File: src/rtl/hps_pkg.sv
package hps_pkg;

    localparam int ADDR_W = 4;
    localparam int DATA_W = 8;

    typedef logic [ADDR_W-1:0] addr_t;
    typedef logic [DATA_W-1:0] byte_t;

    // address roles; the general registers follow the two fixed ports
    localparam addr_t ADDR_FIFO = addr_t'(0);
    localparam addr_t ADDR_STAT = addr_t'(1);
    localparam int    REG_BASE  = 2;
    localparam int    NUM_REGS  = (1 << ADDR_W) - REG_BASE;

    // status byte bit positions
    localparam int STAT_BUSY = 0;
    localparam int STAT_OVF  = 1;
    localparam int STAT_IRQ  = 2;

    // strobe kinds, indexes of the strobe detector array
    localparam int KIND_RD = 0;
    localparam int KIND_WR = 1;
    localparam int NUM_KINDS = 2;

    typedef struct packed {
        logic  sel_n;
        logic  rd_n;
        logic  wr_n;
        addr_t addr;
        byte_t data;
    } host_pins_t;

    typedef struct packed {
        logic  fire;
        addr_t addr;
    } host_cyc_t;

    localparam host_pins_t PINS_IDLE = '{sel_n: 1'b1, rd_n: 1'b1, wr_n: 1'b1,
                                         addr: '0, data: '0};

    function automatic byte_t pack_status(input logic busy, input logic ovf,
                                          input logic irq);
        byte_t s;
        s = '0;
        s[STAT_BUSY] = busy;
        s[STAT_OVF]  = ovf;
        s[STAT_IRQ]  = irq;
        return s;
    endfunction

endpackage

File: src/rtl/hps_sync.sv
// Two-stage resynchronizer for a bundle of host pins.
module hps_sync #(
    parameter int             W    = 1,
    parameter logic [W-1:0]   INIT = '0
) (
    input  logic         clk,
    input  logic         rst,
    input  logic [W-1:0] d,
    output logic [W-1:0] q
);
    logic [W-1:0] meta_q;

    always_ff @(posedge clk) begin
        if (rst) begin
            meta_q <= INIT;
            q      <= INIT;
        end else begin
            meta_q <= d;
            q      <= meta_q;
        end
    end
endmodule

File: src/rtl/hps_strobe.sv
// Trailing-edge detector with a minimum-active-width filter.
module hps_strobe
    import hps_pkg::*;
#(
    parameter int MIN_ACTIVE = 2
) (
    input  logic      clk,
    input  logic      rst,
    input  logic      active,
    input  addr_t     addr,
    output host_cyc_t cyc
);
    localparam int CW = $clog2(MIN_ACTIVE + 1);

    logic          act_q;
    logic [CW-1:0] width_q;
    addr_t         addr_q;

    always_ff @(posedge clk) begin
        if (rst) begin
            act_q   <= 1'b0;
            width_q <= '0;
            addr_q  <= '0;
        end else begin
            act_q <= active;
            if (active) begin
                addr_q <= addr;
                if (width_q != CW'(MIN_ACTIVE))
                    width_q <= width_q + 1'b1;
            end else begin
                width_q <= '0;
            end
        end
    end

    assign cyc.fire = act_q && !active && (width_q == CW'(MIN_ACTIVE));
    assign cyc.addr = addr_q;
endmodule

File: src/rtl/hps_fifo.sv
// Small circular byte queue reporting its fill count.
module hps_fifo #(
    parameter int DEPTH = 4,
    parameter int W     = 8,
    localparam int CW   = $clog2(DEPTH + 1)
) (
    input  logic          clk,
    input  logic          rst,
    input  logic          push,
    input  logic [W-1:0]  din,
    input  logic          pop,
    output logic [W-1:0]  dout,
    output logic [CW-1:0] count
);
    localparam int PW = (DEPTH > 1) ? $clog2(DEPTH) : 1;

    logic [W-1:0]  mem [DEPTH];
    logic [PW-1:0] wp_q, rp_q;
    logic          full, empty, do_push, do_pop;

    assign full    = (count == CW'(DEPTH));
    assign empty   = (count == '0);
    assign do_push = push && !full;
    assign do_pop  = pop && !empty;

    function automatic logic [PW-1:0] bump(input logic [PW-1:0] p);
        return (p == PW'(DEPTH - 1)) ? '0 : p + 1'b1;
    endfunction

    always_ff @(posedge clk) begin
        if (rst) begin
            wp_q  <= '0;
            rp_q  <= '0;
            count <= '0;
        end else begin
            if (do_push) wp_q <= bump(wp_q);
            if (do_pop)  rp_q <= bump(rp_q);
            case ({do_push, do_pop})
                2'b10:   count <= count + 1'b1;
                2'b01:   count <= count - 1'b1;
                default: count <= count;
            endcase
        end
    end

    always_ff @(posedge clk) begin
        if (do_push) mem[wp_q] <= din;
    end

    assign dout = mem[rp_q];
endmodule

File: src/rtl/host_port_slave.sv
module host_port_slave
    import hps_pkg::*;
#(
    parameter int RX_DEPTH   = 4,
    parameter int TX_DEPTH   = 4,
    parameter int MIN_ACTIVE = 2,
    parameter int BUSY_LAG   = 2
) (
    input  logic        clk,
    input  logic        rst,
    input  logic        hp_sel_n,
    input  logic        hp_rd_n,
    input  logic        hp_wr_n,
    input  logic [3:0]  hp_addr,
    input  logic [7:0]  hp_wdata,
    output logic [7:0]  hp_rdata,
    output logic        hp_rdata_oe,
    output logic        hp_busy_n,
    output logic        hp_irq_n,
    output logic [7:0]  rx_data,
    output logic        rx_valid,
    input  logic        rx_ready,
    input  logic [7:0]  tx_data,
    input  logic        tx_push,
    output logic        tx_full
);
    localparam int RXCW = $clog2(RX_DEPTH + 1);
    localparam int TXCW = $clog2(TX_DEPTH + 1);
    localparam int LAGW = $clog2(BUSY_LAG + 1);

    // ---------------- state and nets ----------------
    host_pins_t        pins_raw, pins_syn;
    logic [NUM_KINDS-1:0] strb_act;
    host_cyc_t         strb_cyc [NUM_KINDS];
    host_cyc_t         rd_cyc, wr_cyc;
    byte_t             wr_data_q;

    logic              busy_q, ovf_q, irq_q;
    logic [LAGW-1:0]   lag_q;

    logic [RXCW-1:0]   rx_cnt;
    logic [TXCW-1:0]   tx_cnt;
    byte_t             tx_head;
    logic              rx_full, tx_empty, tx_push_ok;
    logic              wr_fifo_ev, rx_push, wr_drop, stat_rd, tx_pop;

    byte_t             regs [NUM_REGS];
    logic [NUM_REGS-1:0] reg_we;
    addr_t             reg_idx;

    // ---------------- synchronizer ----------------
    assign pins_raw = '{sel_n: hp_sel_n, rd_n: hp_rd_n, wr_n: hp_wr_n,
                        addr: hp_addr, data: hp_wdata};

    hps_sync #(
        .W    ($bits(host_pins_t)),
        .INIT (PINS_IDLE)
    ) u_sync (
        .clk (clk),
        .rst (rst),
        .d   (pins_raw),
        .q   (pins_syn)
    );

    // ---------------- strobe detectors ----------------
    assign strb_act[KIND_RD] = !pins_syn.sel_n && !pins_syn.rd_n;
    assign strb_act[KIND_WR] = !pins_syn.sel_n && !pins_syn.wr_n;

    for (genvar k = 0; k < NUM_KINDS; k++) begin : g_strobe
        hps_strobe #(
            .MIN_ACTIVE (MIN_ACTIVE)
        ) u_strobe (
            .clk    (clk),
            .rst    (rst),
            .active (strb_act[k]),
            .addr   (pins_syn.addr),
            .cyc    (strb_cyc[k])
        );
    end

    assign rd_cyc = strb_cyc[KIND_RD];
    assign wr_cyc = strb_cyc[KIND_WR];

    always_ff @(posedge clk) begin
        if (rst)                    wr_data_q <= '0;
        else if (strb_act[KIND_WR]) wr_data_q <= pins_syn.data;
    end

    // ---------------- cycle decode ----------------
    assign rx_full    = (rx_cnt == RXCW'(RX_DEPTH));
    assign tx_empty   = (tx_cnt == '0);
    assign tx_full    = (tx_cnt == TXCW'(TX_DEPTH));
    assign tx_push_ok = tx_push && !tx_full;

    assign wr_fifo_ev = wr_cyc.fire && (wr_cyc.addr == ADDR_FIFO);
    assign rx_push    = wr_fifo_ev && !busy_q && !rx_full;
    assign wr_drop    = wr_fifo_ev && !rx_push;
    assign stat_rd    = rd_cyc.fire && (rd_cyc.addr == ADDR_STAT);
    assign tx_pop     = rd_cyc.fire && (rd_cyc.addr == ADDR_FIFO) && !tx_empty;

    // ---------------- queues ----------------
    hps_fifo #(
        .DEPTH (RX_DEPTH),
        .W     (DATA_W)
    ) u_rx_fifo (
        .clk   (clk),
        .rst   (rst),
        .push  (rx_push),
        .din   (wr_data_q),
        .pop   (rx_valid && rx_ready),
        .dout  (rx_data),
        .count (rx_cnt)
    );

    assign rx_valid = (rx_cnt != '0);

    hps_fifo #(
        .DEPTH (TX_DEPTH),
        .W     (DATA_W)
    ) u_tx_fifo (
        .clk   (clk),
        .rst   (rst),
        .push  (tx_push_ok),
        .din   (tx_data),
        .pop   (tx_pop),
        .dout  (tx_head),
        .count (tx_cnt)
    );

    // ---------------- handshake, overflow, interrupt ----------------
    always_ff @(posedge clk) begin
        if (rst) begin
            lag_q  <= '0;
            busy_q <= 1'b0;
            ovf_q  <= 1'b0;
            irq_q  <= 1'b0;
        end else begin
            if (rx_push)            lag_q <= LAGW'(BUSY_LAG);
            else if (lag_q != '0)   lag_q <= lag_q - 1'b1;

            if (lag_q == LAGW'(1) && !rx_push) busy_q <= 1'b1;
            else if (busy_q && !rx_full)       busy_q <= 1'b0;

            if (wr_drop)      ovf_q <= 1'b1;
            else if (stat_rd) ovf_q <= 1'b0;

            if (tx_push_ok && tx_empty)
                irq_q <= 1'b1;
            else if (tx_pop && tx_cnt == TXCW'(1) && !tx_push_ok)
                irq_q <= 1'b0;
        end
    end

    assign hp_busy_n = !busy_q;
    assign hp_irq_n  = !irq_q;

    // ---------------- general registers ----------------
    for (genvar i = 0; i < NUM_REGS; i++) begin : g_reg_we
        assign reg_we[i] = wr_cyc.fire && (wr_cyc.addr == addr_t'(i + REG_BASE));
    end

    always_ff @(posedge clk) begin
        if (rst) begin
            for (int i = 0; i < NUM_REGS; i++) regs[i] <= '0;
        end else begin
            for (int i = 0; i < NUM_REGS; i++)
                if (reg_we[i]) regs[i] <= wr_data_q;
        end
    end

    // ---------------- host read path ----------------
    assign hp_rdata_oe = !hp_sel_n && !hp_rd_n;
    assign reg_idx     = hp_addr - addr_t'(REG_BASE);

    always_comb begin
        if (hp_addr == ADDR_FIFO)
            hp_rdata = tx_empty ? '0 : tx_head;
        else if (hp_addr == ADDR_STAT)
            hp_rdata = pack_status(busy_q, ovf_q, irq_q);
        else
            hp_rdata = regs[reg_idx];
    end
endmodule

File: config.mk
export PLATFORM = sky130hd
export DESIGN_NAME = host_port_slave
export DESIGN_NICKNAME = d
export VERILOG_FILES = /design/src/rtl/hps_pkg.sv /design/src/rtl/hps_sync.sv /design/src/rtl/hps_strobe.sv /design/src/rtl/hps_fifo.sv /design/src/rtl/host_port_slave.sv
export SDC_FILE = /design/constraint.sdc
export NUM_CORES = 1
export LEC_CHECK = 0
export BUFFER_PORTS_ARGS = -buffer_cell sky130_fd_sc_hd__buf_2
export CAP_MARGIN = 25
export CORE_MARGIN = 2
export CORE_UTILIZATION = 55
export CTS_BUF_LIST = sky130_fd_sc_hd__clkbuf_2 sky130_fd_sc_hd__clkbuf_4 sky130_fd_sc_hd__clkbuf_8
export CTS_CLUSTER_SIZE = 20
export DETAILED_ROUTE_END_ITERATION = 12
export GPL_ROUTABILITY_DRIVEN = 1
export PLACE_DENSITY = 0.84
export SLEW_MARGIN = 25
export SYNTH_ARGS = -nofsm -noshare
export SYNTH_HDL_FRONTEND = slang
export SYNTH_SLANG_ARGS = --single-unit
File: constraint.sdc
create_clock -name clk -period 7.9 [get_ports clk]
set_clock_uncertainty 0.2 [all_clocks]
set_input_delay 1.185 -clock clk [delete_from_list [all_inputs] [get_ports clk]]
set_output_delay 1.185 -clock clk [all_outputs]
set_load 0.02 [all_outputs]
==> summary.txt, run 1 <==
Routing
  – Antenna violation net count after detailed routing: 0
  – Post-detailed-route DRC marker count: 0
  – Detailed Route WL: 20190 um
  – Initial DRC count: 497
  – Vias post-DR: 6098
  – Routed wire length per instance: 18.83 um
  – Number of optimization iterations in the first detailed-route pass: 6
  – Ratio of routed vias to standard cells: 5.688

STA
  – Final Hold Violating Endpoints: 0
  – Max-slew violation count: 0
  – RSZ-0062 raised after global routing: no
  – Portion of the clock cycle consumed by the worst path in the final layout: 67.63%
  – Measured slew at the worst slew-check pin: 869.9 ps
  – Worst relative slew slack: 42.01%
  – PnR worst setup slack: 2557 ps
  – Maximum clock frequency: 0.1872 GHz
  – Final critical path time including I/O delays and setup: 5343 ps
  – Final-layout setup total negative slack: 0 ps
  – Number of failing setup endpoints in the final timing report: 0

Yosys
  – Area leader, netlist: sky130_fd_sc_hd__edfxtp_1
  – Post-synth EDFFs: 176
  – Share of the synthesized area in the top cell type: 51.11%
  – Area contributors post-synth: sky130_fd_sc_hd__edfxtp_1, sky130_fd_sc_hd__dfxtp_1, sky130_fd_sc_hd__mux4_2
  – Seq/Total Area, Yosys: 65.63%
  – Yosys warning total: 0
  – Post-synthesis area per instance: 13.61 um^2
  – Yosys cell types: 47
  – Number of synthesized register bits: 251
  – Total standard cell area after synthesis: 10340 um^2
  – Post-synth net total: 807
  – Fraction of synthesis flops using an asynchronous set or reset pin: 0%
  – Syn Inst Count: 760
  – Flip-flop cell with the highest count after synthesis: sky130_fd_sc_hd__edfxtp_1

Finish
  – Net total in the final layout: 854
  – Syn-to-layout area delta: 10.87%
  – Cell Count, Final, Fillers Out: 1072
  – Layout fillers: 1351
  – Fraction of final layout cells sized beyond drive strength 1: 20.88%
  – Design area: 11460 um^2
  – Final Core Density: 61.70%
  – Antenna fix cells: 0

Power
  – Net switching fraction of the power: 22.44%
  – Power Dens Cells: 232.5 nW/um^2
  – Pleak: 0.004116 uW
  – Reg power frac: 54.6%
  – Relative contribution of the clock network to total power: 39.3%
  – Internal power component: 2067 uW
  – Worst voltage drop across the vdd grid: 0.0001653 V
  – Sw Pwr: 598.0 uW
  – Combinational share of power: 6.1%

Global route
  – Overall fraction of global-route tracks in use: 21.09%
  – Total global routing overflow: 0
  – Wire length of the first global-routing pass: 32220 um
  – Pin count of the biggest net entering global routing: 86
  – Number of global-route vias before repair: 6254
  – Initial antenna violation count: 0

Clocking
  – Skew-Pair Late Insertion Delay: 530 ps
  – Clock edge transition at the registers on the reported setup and hold paths: 60 ps
  – # resized after CTS: 0
  – Post-CTS setup-driven buffer insertion count: 0
  – Post-CTS Hold Buffers: 0
  – H-tree Lvls: 2
  – Clock tree from TritonCTS: yes
  – Clock root buffer master: sky130_fd_sc_hd__clkbuf_8
  – Num Clock Sinks: 251
  – Maximum clock path buffer count: 3
  – Number of buffers added by the clock tree synthesis step: 40

Worst setup path
  – Critical path, cell by cell: buf_2, inv_1, ha_1, xor2_1, buf_4, mux4_2, nand2b_1, a31oi_1, buf_2
  – Critical Path Sink Type: primary output
  – Kind of launch point of the worst setup path: input port
  – CP max FO: 39
  – Critical path class: input port to primary output
  – WP data required: 6510 ps
  – Endpoint arrival time on the critical path: 3960 ps
  – Max stage delay on crit path: 550 ps
  – Critical Path Most Common Cell: sky130_fd_sc_hd__buf_2
  – Critical Path Slowest Stage Cell: sky130_fd_sc_hd__buf_2

Run
  – Max-capacitance violation count: 0

Floorplanning
  – Chip Width: 141.1 um
  – # IOs: 48
  – Chip Height: 141.1 um
  – Total die area: 19910 um^2
  – Total core area: 18580 um^2
  – Starting density of the core: 55.65%
  – Site row count: 50

Placement
  – Detail Placement HPWL: 13590 um
  – Pre-CTS worst setup slack: 2624 ps
  – PortBufs: 47
  – Cell count after placement: 999
  – Final weighted congestion of routability-driven global placement: 0.8641
  – Post-DP Area: 10700 um^2

Outcome
  – Outcome: completed

Hold path
  – Class of the worst hold path: register to register
-- cells in the final DEF, fill, tap and decap left out, types with 10 or more instances in the layout --
master	Yosys	routed
sky130_fd_sc_hd__mux2i_1	23	23
sky130_fd_sc_hd__a21oi_1	34	34
sky130_fd_sc_hd__nand2b_1	21	21
sky130_fd_sc_hd__nand2_1	38	38
sky130_fd_sc_hd__nor2b_1	26	26
sky130_fd_sc_hd__buf_2	5	47
sky130_fd_sc_hd__nor3_1	14	14
sky130_fd_sc_hd__ha_1	19	19
sky130_fd_sc_hd__dfxtp_1	75	75
sky130_fd_sc_hd__inv_1	26	26
sky130_fd_sc_hd__mux2_2	10	10
sky130_fd_sc_hd__edfxtp_1	176	176
sky130_fd_sc_hd__clkbuf_8	0	44
sky130_fd_sc_hd__nor3b_1	15	15
sky130_fd_sc_hd__clkbuf_4	0	10
sky130_fd_sc_hd__mux4_2	31	31
sky130_fd_sc_hd__clkinv_1	0	11
sky130_fd_sc_hd__nor2_1	109	109
-- critical path: cells and delay by family --
kind | cells | cell delay (ps)
AO/OA/AOI/OAI | 1 | 280
XOR/XNOR | 1 | 180
adder cells (fa/ha/maj) | 1 | 340
buffers and inverters | 4 | 1290
multiplexers | 1 | 500
AND/OR/NAND/NOR | 1 | 150
-- worst paths after layout --
| path | startpoint | endpoint | slack (ps) | cells past startpoint |
|---|---|---|---|---|
| max | hp_addr[1] | hp_rdata[3] | 2560 | 9 |
| min | u_sync.meta_q[13] | u_sync.q[13] | 210 | 1 |
| max reg2reg | g_strobe[1].u_strobe.width_q[0] | regs[7][1] | 5160 | 6 |
| min reg2reg | u_sync.meta_q[13] | u_sync.q[13] | 210 | 1 |
-- synth_stat cells, drive strengths merged, types with 14 or more instances --
library cell,n
edfxtp,176
ha,19
a21oi,34
nor2b,26
mux2i,23
nand2b,21
mux4,31
nor2,109
nor3,14
nor3b,15
nand2,38
dfxtp,75
clkbuf,31
inv,26
buf,15
-- power groups by stage --
stage | Combinational, uW | Clock (uW) | Sequential [uW]
final | 164 | 1050 | 1450
after global routing | 178 | 1130 | 1460
after CTS | 164 | 1070 | 1450
after detailed placement | 164 | 0 | 1480
after global placement | 159 | 0 | 1480
after floorplan | 118 | 0 | 1480
-- cells by family (layout without fill, tap and decap cells) --
family	count (synthesis)	after routing	share of synthesized area, %
xor gates and xnor gates	8	8	0.6777
muxes	66	66	10.36
DFF	251	251	65.63
adders and majority gates	20	20	2.493
buffers and inverters	72	150	2.965
AOI/OAI and AO/OA	77	77	5.070
and+or+nand+nor	266	266	12.80
-- area by class of cell --
type	instances	area [um^2]	share of cell area (%)
clock buffers	54	680.7	5.938
clock inverters	19	86.33	0.7531
inverters	26	97.59	0.8513
multi-input cells	437	3254	28.39
flip-flops and latches	251	6787	59.20
well taps	234	292.8	2.554
repair buffers	51	265.3	2.314
-- layer usage --
metal | vias up | GRT usage (%) | part of all wire, %
met1 | 2998 | 26.79 | 40
met2 | 210 | 35.59 | 51
li1 | 2846 | - | -
met5 | - | 0 | 0
met4 | 0 | 8.263 | 2.5
met3 | 44 | 4.654 | 6.4
-- flip-flops by register name, summed over array words and instances, names as in the netlist, named ones only --
register                   flops
u_tx_fifo.count                3
g_strobe.u_strobe.act_q        2
u_sync.q                      15
lag_q                          2
u_tx_fifo.wp_q                 2
irq_q                          1
g_strobe.u_strobe.addr_q       8
u_rx_fifo.mem                 32
u_rx_fifo.rp_q                 2
busy_q                         1
u_rx_fifo.count                3
u_tx_fifo.mem                 32
wr_data_q                      8
g_strobe.u_strobe.width_q      4
ovf_q                          1
u_rx_fifo.wp_q                 2
u_tx_fifo.rp_q                 2
regs                         112
u_sync.meta_q                 15
-- stage by stage --
step,hold slack [ps],power [uW]
after floorplan,189.5,1594
after global routing,221.7,2765
final,211.4,2665
after detailed placement,199.9,1646
after CTS,214.3,2686
after global placement,197.6,1639
No activity file was read; power rests on OpenSTA's default activity.
==> run 2, diff against run 1 <==
==> constraint.sdc (replaced) <==
create_clock -name clk -period 5.12 [get_ports clk]
set_clock_uncertainty 0.2 [all_clocks]
set_input_delay 0.768 -clock clk [delete_from_list [all_inputs] [get_ports clk]]
set_output_delay 0.768 -clock clk [all_outputs]
set_load 0.02 [all_outputs]
==> run 2 against run 1 <==
- critical path depth stayed put
- highest routed layer unchanged
- wire length is 2.9% higher
- worst hold slack lost 3.4 ps
- core utilization is 0.14 points higher
- critical endpoint unchanged
- first-iteration DRC count rose by 21%
==> summary.txt, run 2 (synthesis results as in run 1) <==
Global route
  – Overall fraction of global-route tracks in use: 21.32% (+0.23 points)
  – Wire length of the first global-routing pass: 32690 um (+1.5%)
  – Met2 layer usage reported by global route: 36.92% (+1.3 points)
  – Met1 usage in global routing: 26.63% (-0.16 points)
  – GR Util met3: 4.688% (+0.034 points)
  – Pin count of the biggest net entering global routing: 56 (-35%)
  – Total global routing overflow: 0 (unchanged)
  – Initial antenna violation count: 0 (unchanged)
  – Number of global-route vias before repair: 6174 (-1.3%)
  – Most utilized layer in the global route result: met2

Floorplanning
  – Chip Width: 141.1 um (unchanged)
  – Total die area: 19910 um^2 (unchanged)
  – Chip Height: 141.1 um (unchanged)
  – Total core area: 18580 um^2 (unchanged)
  – # IOs: 48 (unchanged)
  – Starting density of the core: 55.65% (unchanged)
  – Site row count: 50 (unchanged)

Finish
  – Syn-to-layout area delta: 11.12%
  – Net total in the final layout: 855 (+0.12%)
  – Design area: 11490 um^2 (+0.23%)
  – Antenna fix cells: 0 (unchanged)
  – Register with the most flip-flops: regs
  – Fraction of final layout cells sized beyond drive strength 1: 21.44% (+0.55 points)
  – Top Registers: regs x112, u_rx_fifo.mem x32, u_tx_fifo.mem x32
  – Most common cell after layout, fill and taps aside: sky130_fd_sc_hd__edfxtp_1
  – Top library cells by usage in the layout, fill and taps aside: sky130_fd_sc_hd__edfxtp_1, sky130_fd_sc_hd__nor2_1, sky130_fd_sc_hd__dfxtp_1, sky130_fd_sc_hd__buf_2, sky130_fd_sc_hd__clkbuf_8
  – Number of flip-flops under the largest register name: 112 (unchanged)

Clocking
  – Clock root buffer master: sky130_fd_sc_hd__clkbuf_8
  – Clock edge transition at the registers on the reported setup and hold paths: 60 ps (about the same)
  – Post-CTS setup-driven buffer insertion count: 0 (unchanged)
  – H-tree Lvls: 2 (unchanged)
  – Clock tree from TritonCTS: yes
  – # resized after CTS: 0 (unchanged)
  – Number of buffers added by the clock tree synthesis step: 39 (-2.5%)
  – Skew-Pair Late Insertion Delay: 520 ps (about the same)
  – Post-CTS Hold Buffers: 0 (unchanged)
  – Maximum clock path buffer count: 3 (unchanged)
  – Num Clock Sinks: 251 (unchanged)

Placement
  – Post-DP Area: 10710 um^2 (+0.14%)
  – PortBufs: 47 (unchanged)
  – Final weighted congestion of routability-driven global placement: 0.8659 (+0.21%)
  – Detail Placement HPWL: 13850 um (+1.9%)

Worst setup path
  – Kind of launch point of the worst setup path: input port
  – CP max FO: 9 (-77%)
  – Top cell family by delay on the critical path: buffers and inverters
  – Critical path, cell by cell: buf_2, inv_1, ha_1, xor2_1, buf_4, mux4_2, nand2b_1, a31oi_1, buf_2
  – WP data required: 4150 ps (-2360 ps)
  – Critical path class: input port to primary output
  – Max stage delay on crit path: 530 ps (-20 ps)
  – Worst path buffer plus inverter count: 4 (unchanged)
  – Critical Path Sink Type: primary output
  – Critical Path Most Common Cell: sky130_fd_sc_hd__buf_2
  – Critical Path Slowest Stage Cell: sky130_fd_sc_hd__mux4_2
  – Endpoint arrival time on the critical path: 3220 ps (-740 ps)

Power
  – Worst voltage drop across the vdd grid: 0.0001976 V (+20%)
  – Net switching fraction of the power: 22.27% (-0.17 points)
  – Final Total Pwr: 4165 uW (+56%)
  – Combinational share of power: 6.2% (about the same)
  – Sw Pwr: 927.7 uW (+55%)
  – Pleak: 0.004129 uW (+0.31%)
  – Reg power frac: 53.9% (-0.7 points)
  – Relative contribution of the clock network to total power: 40.0% (+0.7 points)
  – Internal power component: 3237 uW (+57%)
  – Power Dens Cells: 362.5 nW/um^2 (+56%)

STA
  – Final-layout setup total negative slack: 0 ps (unchanged)
  – Final critical path time including I/O delays and setup: 4184 ps
  – Max-slew violation count: 0 (unchanged)
  – Maximum clock frequency: 0.2390 GHz
  – Worst relative slew slack: 35.40% (-6.6 points)
  – Portion of the clock cycle consumed by the worst path in the final layout: 81.72%
  – RSZ-0062 raised after global routing: no
  – Final Hold Violating Endpoints: 0 (unchanged)
  – Number of failing setup endpoints in the final timing report: 0 (unchanged)
  – Measured slew at the worst slew-check pin: 968.9 ps (+99.09 ps)
  – Worst slack on hold paths: 207.9 ps (-3.437 ps)

Routing
  – Initial DRC count: 599 (+21%)
  – Routed wire length per instance: 19.43 um (+3.2%)
  – Antenna violation net count after detailed routing: 0 (unchanged)
  – Number of optimization iterations in the first detailed-route pass: 5 (-1)
  – Post-detailed-route DRC marker count: 0 (unchanged)
  – Vias post-DR: 6144 (+0.75%)
  – Detailed Route WL: 20770 um (+2.9%)
  – Ratio of routed vias to standard cells: 5.747 (+1.0%)

Outcome
  – Outcome: completed

Run
  – Max-capacitance violation count: 0 (unchanged)

Hold path
  – Class of the worst hold path: register to register
-- run 2: cell count changes in the layout (fill, tap and decap cells not counted), sizes merged --
cell / delta
clkinvlp: +1
buf: +2
bufinv: +1
clkinv: -7
-- run 2: worst reg2reg max path, stage by stage, from the launching register on --
cell	delay [ps]
sky130_fd_sc_hd__dfxtp_1	330
sky130_fd_sc_hd__inv_1	60
sky130_fd_sc_hd__ha_1	250
sky130_fd_sc_hd__o211ai_1	190
sky130_fd_sc_hd__nor3_1	380
sky130_fd_sc_hd__nand3b_1	470
sky130_fd_sc_hd__nand2b_1	600
-- run 2: final timing paths --
kind                                         from            to  depth (start not counted)  slack [ps]
setup / recovery                       hp_addr[1]   hp_rdata[3]                          9         940
hold / removal                  u_sync.meta_q[14]  u_sync.q[14]                          1         210
hold reg to reg                 u_sync.meta_q[14]  u_sync.q[14]                          1         210
setup reg to reg  g_strobe[1].u_strobe.width_q[0]    regs[0][6]                          6        2270
-- run 2: metal layers --
metal	wire (um)	share of wire, %
met5	0	0
met4	593	2.9
met3	1516	7.3
met2	10590	51
met1	8070	39
-- run 2: area by class of cell --
cell class                 instances  area (um^2)
multi-input combinational        437         3254
inverter                          26        97.59
clock inverter                    14        97.59
clock buffer                      54        680.7
timing repair buffer              53        280.3
fill                            1293         7091
sequential                       251         6787
tap                              234        292.8
-- run 2: metrics by stage --
| stage | cells | utilization, % | setup slack, ps |
|---|---|---|---|
| finish | 1069 | 61.84 | 935.9 |
| floorplan | 760 | - | 1405 |
| detailed placement | 1001 | 57.65 | 1020 |
| global route | 1069 | 61.84 | 873.9 |
| CTS | 1069 | 61.84 | 994.5 |
| global placement | 1001 | 57.65 | 1067 |
-- run 2: power groups by stage --
stage | combinational (uW) | clock (uW) | sequential [uW]
global route | 275 | 1780 | 2250
floorplan | 182 | 0 | 2280
finish | 257 | 1660 | 2240
global placement | 249 | 0 | 2280
detailed placement | 255 | 0 | 2290
CTS | 256 | 1680 | 2240
==> run 3, diff against run 2 <==
==> constraint.sdc (replaced) <==
create_clock -name clk -period 4 [get_ports clk]
set_clock_uncertainty 0.2 [all_clocks]
set_input_delay 0.6 -clock clk [delete_from_list [all_inputs] [get_ports clk]]
set_output_delay 0.6 -clock clk [all_outputs]
set_load 0.02 [all_outputs]
==> run 3 against run 2 <==
- non-clock buffer count is 4 higher
- largest cell class unchanged
- critical path type is now register to primary output
- global-route usage is 0.086 points higher
- cell count is 0.56% higher
- clock-buffer cell count is 2 higher
- wire length is 1.1% lower
- critical path depth is 2 lower
- cell area is 0.49% higher
- sequential power is 28% higher
- combinational power is 30% higher
==> summary.txt, run 3 (synthesis results as in run 1) <==
Outcome
  – Outcome: completed

Clocking
  – Clock edge transition at the registers on the reported setup and hold paths: 60 ps (about the same)
  – Maximum clock path buffer count: 3 (unchanged)
  – Clock tree from TritonCTS: yes
  – H-tree Lvls: 2 (unchanged)
  – Num Clock Sinks: 251 (unchanged)
  – Post-CTS Hold Buffers: 0 (unchanged)
  – Clock root buffer master: sky130_fd_sc_hd__clkbuf_8
  – # resized after CTS: 0 (unchanged)
  – Number of buffers added by the clock tree synthesis step: 38 (-2.6%)
  – Skew-Pair Late Insertion Delay: 550 ps (+30 ps)
  – Post-CTS setup-driven buffer insertion count: 0 (unchanged)

Power
  – Final Total Pwr: 5374 uW (+29%)
  – Power Dens Cells: 465.4 nW/um^2 (+28%)
  – Worst voltage drop across the vdd grid: 0.0002726 V (+38%)
  – Pleak: 0.004161 uW (+0.78%)

STA
  – Measured slew at the worst slew-check pin: 671.3 ps (-297.6 ps)
  – Number of failing setup endpoints in the final timing report: 0 (unchanged)
  – Worst relative slew slack: 54.84% (+19 points)
  – RSZ-0062 raised after global routing: no
  – Max-slew violation count: 0 (unchanged)
  – PnR worst setup slack: 485.0 ps (-451.0 ps)
  – Final Hold Violating Endpoints: 0 (unchanged)
  – Portion of the clock cycle consumed by the worst path in the final layout: 87.88%
  – Maximum clock frequency: 0.2845 GHz
  – Final critical path time including I/O delays and setup: 3515 ps
  – Final-layout setup total negative slack: 0 ps (unchanged)

Routing
  – Routed wire length per instance: 19.11 um (-1.7%)
  – Highest routed metal layer: met4
  – Post-detailed-route DRC marker count: 0 (unchanged)
  – Number of optimization iterations in the first detailed-route pass: 6 (+1)
  – Detailed Route WL: 20540 um (-1.1%)
  – Initial DRC count: 552 (-7.8%)
  – WL met3: 1694 um (+12%)
  – Detailed-routed wire length on met2: 10090 um (-4.7%)
  – Total routed wire length on the met1 layer: 7953 um (-1.4%)
  – Ratio of routed vias to standard cells: 5.660 (-1.5%)
  – Antenna violation net count after detailed routing: 0 (unchanged)
  – Vias post-DR: 6084 (-0.98%)

Finish
  – Register with the most flip-flops: regs
  – Layout fillers: 1337 (+3.4%)
  – Antenna fix cells: 0 (unchanged)
  – Top Registers: regs x112, u_rx_fifo.mem x32, u_tx_fifo.mem x32
  – Fraction of final layout cells sized beyond drive strength 1: 21.76% (+0.32 points)
  – Final Core Density: 62.14% (+0.30 points)
  – Syn-to-layout area delta: 11.67%
  – Most common cell after layout, fill and taps aside: sky130_fd_sc_hd__edfxtp_1
  – Design area: 11550 um^2 (+0.49%)
  – Net total in the final layout: 858 (+0.35%)
  – Number of flip-flops under the largest register name: 112 (unchanged)
  – Top library cells by usage in the layout, fill and taps aside: sky130_fd_sc_hd__edfxtp_1, sky130_fd_sc_hd__nor2_1, sky130_fd_sc_hd__dfxtp_1, sky130_fd_sc_hd__buf_2, sky130_fd_sc_hd__clkbuf_8

Global route
  – Total global routing overflow: 0 (unchanged)
  – Initial antenna violation count: 0 (unchanged)
  – Pin count of the biggest net entering global routing: 39 (-30%)
  – Overall fraction of global-route tracks in use: 21.41% (+0.086 points)
  – Number of global-route vias before repair: 6225 (+0.83%)
  – Wire length of the first global-routing pass: 32350 um (-1.0%)

Run
  – Max-capacitance violation count: 0 (unchanged)

Placement
  – Pre-CTS worst setup slack: 579.6 ps (-440.4 ps)
  – Final weighted congestion of routability-driven global placement: 0.8606 (-0.61%)
  – Post-DP Area: 10750 um^2 (+0.40%)
  – Detail Placement HPWL: 13930 um (+0.57%)
  – PortBufs: 47 (unchanged)

Worst setup path
  – Critical path class: register to primary output
  – CP max FO: 6 (-3)
  – Critical Path Sink Type: primary output
  – WP data required: 3200 ps (-950 ps)
  – Endpoint arrival time on the critical path: 2720 ps (-500 ps)
  – Kind of launch point of the worst setup path: register

Hold path
  – Class of the worst hold path: input port to register

Floorplanning
  – Total die area: 19910 um^2 (unchanged)
  – Chip Width: 141.1 um (unchanged)
  – Site row count: 50 (unchanged)
  – Chip Height: 141.1 um (unchanged)
  – # IOs: 48 (unchanged)
  – Starting density of the core: 55.65% (unchanged)
  – Total core area: 18580 um^2 (unchanged)
==> run 3: cell type report <==
class                           instances  area (um^2)  share of cell area (%)
Inverter                               26        97.59                  0.8453
Clock buffer                           56        670.6                   5.808
Tap cell                              234        292.8                   2.536
Sequential cell                       251         6787                   58.78
Clock inverter                         14        121.4                   1.051
Multi-Input combinational cell        437         3254                   28.19
Timing Repair Buffer                   57        322.8                   2.796
==> run 3: where the power goes <==
part / internal (uW) / switching, uW / total [uW]
clock network: 1210 / 956 / 2170
registers: 2840 / 25.8 / 2870
logic: 134 / 200 / 335
total: 4190 / 1180 / 5370
==> run 3: per-stage QoR <==
stage                     cells  hold WS, ps
after floorplan             760        189.5
after detailed placement   1005        198.4
after global placement     1005        197.2
after CTS                  1075        22.56
final                      1075        56.39
after global routing       1075        36.59
==> run 3: critical path, cell delays in order, from the launching register on <==
cell,delay [ps]
sky130_fd_sc_hd__dfxtp_1,350
sky130_fd_sc_hd__inv_1,90
sky130_fd_sc_hd__ha_1,180
sky130_fd_sc_hd__nor2b_1,560
sky130_fd_sc_hd__nor2_1,260
sky130_fd_sc_hd__a22oi_1,450
sky130_fd_sc_hd__o2bb2ai_1,130
sky130_fd_sc_hd__buf_2,180
==> run 3: per-layer routing <==
metal  global-route usage (%)  vias up
met1                    26.48     2913
met2                    35.82      259
met3                    4.993       62
met4                    10.21        0
met5                        0        -
li1                         -     2850
==> run 3: final timing paths <==
check / from / endpoint / slack (ps) / cells past startpoint
worst max-delay path: u_tx_fifo.count[0] / hp_rdata[0] / 480 / 7
worst min-delay path: hp_wr_n / u_sync.meta_q[12] / 60 / 2
worst min register to register: u_sync.meta_q[14] / u_sync.q[14] / 210 / 1
worst max register to register: g_strobe[1].u_strobe.width_q[0] / u_rx_fifo.count[2] / 1290 / 12
